===== config.mk =====
export PLATFORM = sky130hd
export DESIGN_NAME = cbx_writeback_arb
export DESIGN_NICKNAME = d
export VERILOG_FILES = /design/src/rtl/cbx_pkg.sv /design/src/rtl/cbx_prio_pick.sv /design/src/rtl/cbx_int_stage.sv /design/src/rtl/cbx_mul_pipe.sv /design/src/rtl/cbx_writeback_arb.sv
export SDC_FILE = /design/constraint.sdc
export NUM_CORES = 1
export LEC_CHECK = 0
export BUFFER_PORTS_ARGS = -buffer_cell sky130_fd_sc_hd__buf_2
export CAP_MARGIN = 20
export CORE_MARGIN = 2
export CORE_UTILIZATION = 40
export CTS_CLUSTER_SIZE = 24
export DETAILED_ROUTE_END_ITERATION = 12
export PLACE_DENSITY = 0.63
export SYNTH_ARGS = -nofsm -noshare
export SYNTH_HDL_FRONTEND = slang
export SYNTH_SLANG_ARGS = --single-unit
export TNS_END_PERCENT = 10

===== constraint.sdc =====
create_clock -name clk -period 17.9 [get_ports clk]
set_clock_uncertainty 0.2 [all_clocks]
set_input_delay 2.685 -clock clk [delete_from_list [all_inputs] [get_ports clk]]
set_output_delay 2.685 -clock clk [all_outputs]
set_load 0.01 [all_outputs]

===== src/rtl/cbx_pkg.sv =====
// Shared definitions for the completion arbiter.
// Assumes: index order of the source codes is the arbitration priority.
package cbx_pkg;

    typedef enum logic [1:0] {
        SRC_MEM = 2'd0,
        SRC_INT = 2'd1,
        SRC_MUL = 2'd2
    } src_e;

    typedef enum logic [1:0] {
        IOP_ADD = 2'd0,
        IOP_SUB = 2'd1,
        IOP_AND = 2'd2,
        IOP_EQ  = 2'd3
    } iop_e;

    localparam int NUM_SRC = 3;

endpackage


===== src/rtl/cbx_prio_pick.sv =====
// Fixed-priority one-hot picker.
// Does: grants the lowest-index asserted request.
// Assumes: index 0 is the highest priority.
module cbx_prio_pick #(
    parameter int N = 3
) (
    input  logic [N-1:0] req,
    output logic [N-1:0] gnt
);

    // Grant bit 0 whenever it requests.
    assign gnt[0] = req[0];

    generate
        for (genvar i = 1; i < N; i++) begin : g_bit
            // Grant bit i only if no higher-priority bit requests.
            assign gnt[i] = req[i] & ~(|req[i-1:0]);
        end
    endgenerate

endmodule


===== src/rtl/cbx_int_stage.sv =====
// Single-cycle integer unit with a holding output register.
// Does: computes at acceptance and presents the result as a completion
// candidate in the next cycle; keeps it until it wins arbitration.
// Assumes: win is only asserted while out_valid is high.
module cbx_int_stage
    import cbx_pkg::*;
#(
    parameter int DW = 16,
    parameter int TW = 5
) (
    input  logic          clk,
    input  logic          rst_n,
    input  logic          in_valid,
    output logic          in_ready,
    input  logic [1:0]    in_op,
    input  logic [DW-1:0] in_a,
    input  logic [DW-1:0] in_b,
    input  logic [TW-1:0] in_tag,
    input  logic          win,
    output logic          out_valid,
    output logic [TW-1:0] out_tag,
    output logic [DW-1:0] out_data
);

    logic [DW-1:0] calc;
    logic          hold_v;
    logic [TW-1:0] hold_tag;
    logic [DW-1:0] hold_data;

    // Compute the selected operation.
    always_comb begin
        unique case (iop_e'(in_op))
            IOP_ADD: calc = in_a + in_b;
            IOP_SUB: calc = in_a - in_b;
            IOP_AND: calc = in_a & in_b;
            IOP_EQ:  calc = (in_a == in_b) ? DW'(1) : '0;
            default: calc = '0;
        endcase
    end

    // Accept when empty or when the held result leaves this cycle.
    assign in_ready = !hold_v || win;

    // Capture a new result or release the held one.
    always_ff @(posedge clk) begin
        if (!rst_n) begin
            hold_v    <= 1'b0;
            hold_tag  <= '0;
            hold_data <= '0;
        end else if (in_valid && in_ready) begin
            hold_v    <= 1'b1;
            hold_tag  <= in_tag;
            hold_data <= calc;
        end else if (win) begin
            hold_v    <= 1'b0;
        end
    end

    assign out_valid = hold_v;
    assign out_tag   = hold_tag;
    assign out_data  = hold_data;

endmodule


===== src/rtl/cbx_mul_pipe.sv =====
// Multiply pipeline of STAGES registers.
// Does: product computed on entry, carried through the stages; the last
// stage is the completion candidate.
// Assumes: the whole pipe stalls while the last stage holds a losing result.
module cbx_mul_pipe #(
    parameter int DW     = 16,
    parameter int TW     = 5,
    parameter int STAGES = 4
) (
    input  logic          clk,
    input  logic          rst_n,
    input  logic          in_valid,
    output logic          in_ready,
    input  logic [DW-1:0] in_a,
    input  logic [DW-1:0] in_b,
    input  logic [TW-1:0] in_tag,
    input  logic          win,
    output logic          out_valid,
    output logic [TW-1:0] out_tag,
    output logic [DW-1:0] out_data
);

    localparam int PW = 2 * DW;

    logic          st_v   [STAGES];
    logic [TW-1:0] st_tag [STAGES];
    logic [DW-1:0] st_prd [STAGES];
    logic [PW-1:0] full;
    logic          advance;

    // Full-width product of the incoming operands.
    assign full = PW'(in_a) * PW'(in_b);

    // The pipe moves only if the last stage is empty or leaving.
    assign advance  = !st_v[STAGES-1] || win;
    assign in_ready = advance;

    // Shift every stage forward on advance; freeze otherwise.
    always_ff @(posedge clk) begin
        if (!rst_n) begin
            for (int s = 0; s < STAGES; s++) begin
                st_v[s]   <= 1'b0;
                st_tag[s] <= '0;
                st_prd[s] <= '0;
            end
        end else if (advance) begin
            st_v[0]   <= in_valid;
            st_tag[0] <= in_tag;
            st_prd[0] <= full[DW-1:0];
            for (int s = 1; s < STAGES; s++) begin
                st_v[s]   <= st_v[s-1];
                st_tag[s] <= st_tag[s-1];
                st_prd[s] <= st_prd[s-1];
            end
        end
    end

    assign out_valid = st_v[STAGES-1];
    assign out_tag   = st_tag[STAGES-1];
    assign out_data  = st_prd[STAGES-1];

endmodule


===== src/rtl/cbx_writeback_arb.sv =====
// Completion arbiter with early tag broadcast.
// Does: picks one of memory/integer/multiply completions per cycle by fixed
// priority, publishes its tag at once and its value one cycle later.
// Assumes: the memory unit presents a finished result on mem_valid and
// keeps it until mem_ready; it always wins, so mem_ready stays high.
module cbx_writeback_arb
    import cbx_pkg::*;
#(
    parameter int DW         = 16,
    parameter int TW         = 5,
    parameter int MUL_STAGES = 4
) (
    input  logic          clk,
    input  logic          rst_n,
    input  logic          mem_valid,
    output logic          mem_ready,
    input  logic [TW-1:0] mem_tag,
    input  logic [DW-1:0] mem_data,
    input  logic          int_valid,
    output logic          int_ready,
    input  logic [1:0]    int_op,
    input  logic [DW-1:0] int_a,
    input  logic [DW-1:0] int_b,
    input  logic [TW-1:0] int_tag,
    input  logic          mul_valid,
    output logic          mul_ready,
    input  logic [DW-1:0] mul_a,
    input  logic [DW-1:0] mul_b,
    input  logic [TW-1:0] mul_tag,
    output logic          tag_valid,
    output logic [TW-1:0] tag_id,
    output logic [1:0]    tag_src,
    output logic          res_valid,
    output logic [TW-1:0] res_tag,
    output logic [DW-1:0] res_data
);

    logic [NUM_SRC-1:0] req;
    logic [NUM_SRC-1:0] gnt;
    logic               int_cand;
    logic               int_win;
    logic [TW-1:0]      int_cand_tag;
    logic [DW-1:0]      int_cand_data;
    logic               mul_cand;
    logic               mul_win;
    logic [TW-1:0]      mul_cand_tag;
    logic [DW-1:0]      mul_cand_data;
    logic [DW-1:0]      sel_data;
    logic               val_q;
    logic [TW-1:0]      val_tag_q;
    logic [DW-1:0]      val_data_q;

    cbx_int_stage #(.DW(DW), .TW(TW)) u_int (
        .clk      (clk),
        .rst_n    (rst_n),
        .in_valid (int_valid),
        .in_ready (int_ready),
        .in_op    (int_op),
        .in_a     (int_a),
        .in_b     (int_b),
        .in_tag   (int_tag),
        .win      (int_win),
        .out_valid(int_cand),
        .out_tag  (int_cand_tag),
        .out_data (int_cand_data)
    );

    cbx_mul_pipe #(.DW(DW), .TW(TW), .STAGES(MUL_STAGES)) u_mul (
        .clk      (clk),
        .rst_n    (rst_n),
        .in_valid (mul_valid),
        .in_ready (mul_ready),
        .in_a     (mul_a),
        .in_b     (mul_b),
        .in_tag   (mul_tag),
        .win      (mul_win),
        .out_valid(mul_cand),
        .out_tag  (mul_cand_tag),
        .out_data (mul_cand_data)
    );

    // Request vector in priority order.
    assign req = {mul_cand, int_cand, mem_valid};

    cbx_prio_pick #(.N(NUM_SRC)) u_pick (
        .req(req),
        .gnt(gnt)
    );

    assign int_win   = gnt[SRC_INT];
    assign mul_win   = gnt[SRC_MUL];
    assign mem_ready = gnt[SRC_MEM] || !mem_valid;

    // Select tag, source and value of the winner.
    always_comb begin
        tag_valid = |req;
        tag_id    = '0;
        tag_src   = SRC_MEM;
        sel_data  = '0;
        if (gnt[SRC_MEM]) begin
            tag_id   = mem_tag;
            tag_src  = SRC_MEM;
            sel_data = mem_data;
        end else if (gnt[SRC_INT]) begin
            tag_id   = int_cand_tag;
            tag_src  = SRC_INT;
            sel_data = int_cand_data;
        end else if (gnt[SRC_MUL]) begin
            tag_id   = mul_cand_tag;
            tag_src  = SRC_MUL;
            sel_data = mul_cand_data;
        end
    end

    // Register the value bus one cycle behind the tag.
    always_ff @(posedge clk) begin
        if (!rst_n) begin
            val_q      <= 1'b0;
            val_tag_q  <= '0;
            val_data_q <= '0;
        end else begin
            val_q      <= tag_valid;
            val_tag_q  <= tag_id;
            val_data_q <= sel_data;
        end
    end

    assign res_valid = val_q;
    assign res_tag   = val_tag_q;
    assign res_data  = val_data_q;

endmodule


==> metrics.txt <==
largest fanout on the critical path=15; First DRT Iteration DRCs=559; sw frac=36.04%; Synthesized Nets=1,411; Reg area=3523 sq um; Die Y=168.4 um; Fill cells=2,581; Setup WS pre-CTS=9879 ps; # setup viols final=0; CTS hold repair buffers=0; slowest cell on the critical path=fa_1; gate count of the mapped netlist=1,147; die area=28,340 sq um; Reg power frac=26.3%; Synth Cell Area=10,810 sq um; post-CTS sizing=0; pin count of the biggest net entering global routing=89; Post-synth ARST share=0%; CP cell instances=buf_2 > nand2_1 > fa_1 > fa_1 > fa_1 > fa_1 > inv_1 > fa_1 > inv_1 > fa_1 > inv_1 > ha_1 > and3_1 > a311oi_1 > a21oi_1 > xnor2_1 > nor2_1; max frequency=0.1322 GHz; total power=1.478 mW; grt ovf=0; placement-stage cell area=11,690 sq um; Required @ worst endpoint=17,850 ps; Residual DRC=0; Cells after DPL=1,562; Num CTS Buffers=17; share of layout cells above drive strength 1=14.21%; CP endpoint kind=register; CP Launch Type=input port; clk slew on worst S/H paths=50 ps; Die X=168.4 um; Net Switching=0.5328 mW; first-pass GRT wire length=39,850 um; Post-CTS Setup Inserts=0; max incr delay on CP=570 ps; CORE AREA=26,730 sq um; Post-DP HPWL=17,920 um; Fin Hold WS=271.3 ps; clock tree buffer depth=2; FF+latch count, synth=132; WL/cell=15.28 um; Final WS setup=10,340 ps; count of cell types in the netlist=66; max-cap viol count=0; Slew headroom=27.79%; Final Slew Violations=0; Total Wirelength=24,360 um; sequential area share after synthesis=32.61%; minimum clock period after layout=7563 ps; Nets=1,505; worst hold path class=reg2reg; setup tns final=0 ps; multi-input logic area=6465 sq um; Peak VDD IR=0.00007136 V; CTS sink count=132; Leakage=5.980 nW; Starting Density=40.43%; count of input and output buffers=133; Design Area, Final=12,310 sq um; # diodes=0; Yosys warnings=0; vias per inst=5.149; vias in the first global route=8,175; FP Rows=60; Detail Route Antenna Nets=0; Root Buffer=clkbuf_16; routability cong.=0.9133; H-tree depth=4; CTS tree=yes; outcome=finished, final reports clean; Post-synth EDFFs=88; Final Hold Fails=0; CP delay by family, top=adder cells; Internal=0.9455 mW; combinational fraction of design power=50.1%; via count=8,208; final core utilization=46.06%; Buf+Inv Stages, Crit Path=4; critical path class=in2reg; Clock Latency Late Sink=400 ps; Area Growth Syn to Fin=13.92%; Finished Layout Cells=1,594; RSZ-0062 raised after global routing=false; syn_area_per_cell=9.421 sq um; Crit path arrival time=7510 ps; cell mode on critical path=fa_1; DR pass1 iterations=5; Clk network pwr share=23.6%; number of antenna violations at the first check in global routing=0; final worst-path cycle share=42.25%; Slew @ Worst Pin=1082 ps; GR Util All Layers=17.29%; Primary FF master, synth=edfxtp_1; I/O Pins=135; PwrDens=120.1 nW/um^2
[cells in the mapped netlist, types with 7 or more instances]
cell type,instances,area [sq um]
inv_1,148,555.5
nand2_1,119,446.7
and2_1,93,581.8
edfxtp_1,88,2643
fa_1,82,1642
and3_1,81,506.7
ha_1,80,1001
o21ai_0,62,310.3
clkbuf_1,56,210.2
a21oi_1,47,235.2
dfxtp_1,44,880.8
nor2_1,40,150.1
xnor2_1,33,289.0
a22oi_1,23,172.7
nand3_1,10,50.05
xor2_1,10,87.58
a21o_1,9,67.56
nor2b_1,8,50.05
nor3_1,8,40.04
or3_1,7,43.79
[power by group through the flow]
stage / clock network (mW) / registers [mW] / logic, mW
after global routing: 0.368 / 0.392 / 0.847
after CTS: 0.358 / 0.389 / 0.744
after floorplan: 0 / 0.391 / 0.580
after detailed placement: 0 / 0.395 / 0.741
final: 0.349 / 0.389 / 0.740
after global placement: 0 / 0.394 / 0.723
[path summary, 6_finish.rpt]
kind	start	to	slack (ps)	cells after the start
max	mul_b[1]	u_mul.st_prd[0][14]	10340	17
min	u_int.out_tag[1]	u_int.out_tag[1]	270	2
max reg2reg	u_int.out_valid	u_int.out_data[10]	14920	6
min reg2reg	u_int.out_tag[1]	u_int.out_tag[1]	270	2
[worst min-delay path, delay by kind of cell (launching register included)]
kind | cells | cell delay, ps
compound gates | 1 | 70
simple gates | 1 | 50
flops | 1 | 310
[sequential cells by signal (all words and copies together) (netlist names)]
signal	count
res_tag	5
u_mul.st_v	4
u_mul.st_prd	64
u_mul.st_tag	20
res_data	16
res_valid	1
u_int.out_tag	5
u_int.out_data	16
u_int.out_valid	1
[metal layers]
metal	up-vias	routed length (um)	global-route usage (%)
met5	-	0	0
met4	0	398	4.985
met3	28	989	2.398
met2	227	11780	29.09
met1	3923	11190	23.34
li1	4030	-	-
[cell usage in the layout, fill, tap and decap left out, types with 7 or more instances in the layout]
cell and count:
fa_1 82, o21ai_0 61, nor3_1 8, nand3_1 10, clkbuf_16 17, or3_1 7
ha_1 80, a21o_1 9, a21oi_1 47, a22oi_1 23, xor2_1 10, xnor2_1 33
dfxtp_1 44, inv_1 148, nor2b_1 8, nand2_1 119, and3_1 81, buf_2 133
nor2_1 40, edfxtp_1 88, and2_1 93
[final cells by class]
type | instances | share of cell area [%]
Multi-Input combinational cell | 801 | 52.52
Sequential cell | 132 | 28.62
Tap cell | 341 | 3.466
Inverter | 149 | 4.544
Clock buffer | 20 | 3.547
Clock inverter | 11 | 1.301
Timing Repair Buffer | 140 | 5.997
[cell families after synthesis]
family,synth area share [%]
flops,32.61
buf+inv,7.665
simple gates,18.23
mux,0.7063
fa+ha+maj,24.46
xor+xnor,3.694
compound gates,12.61
other cells,0.03470
No activity file was read; power rests on OpenSTA's default activity.
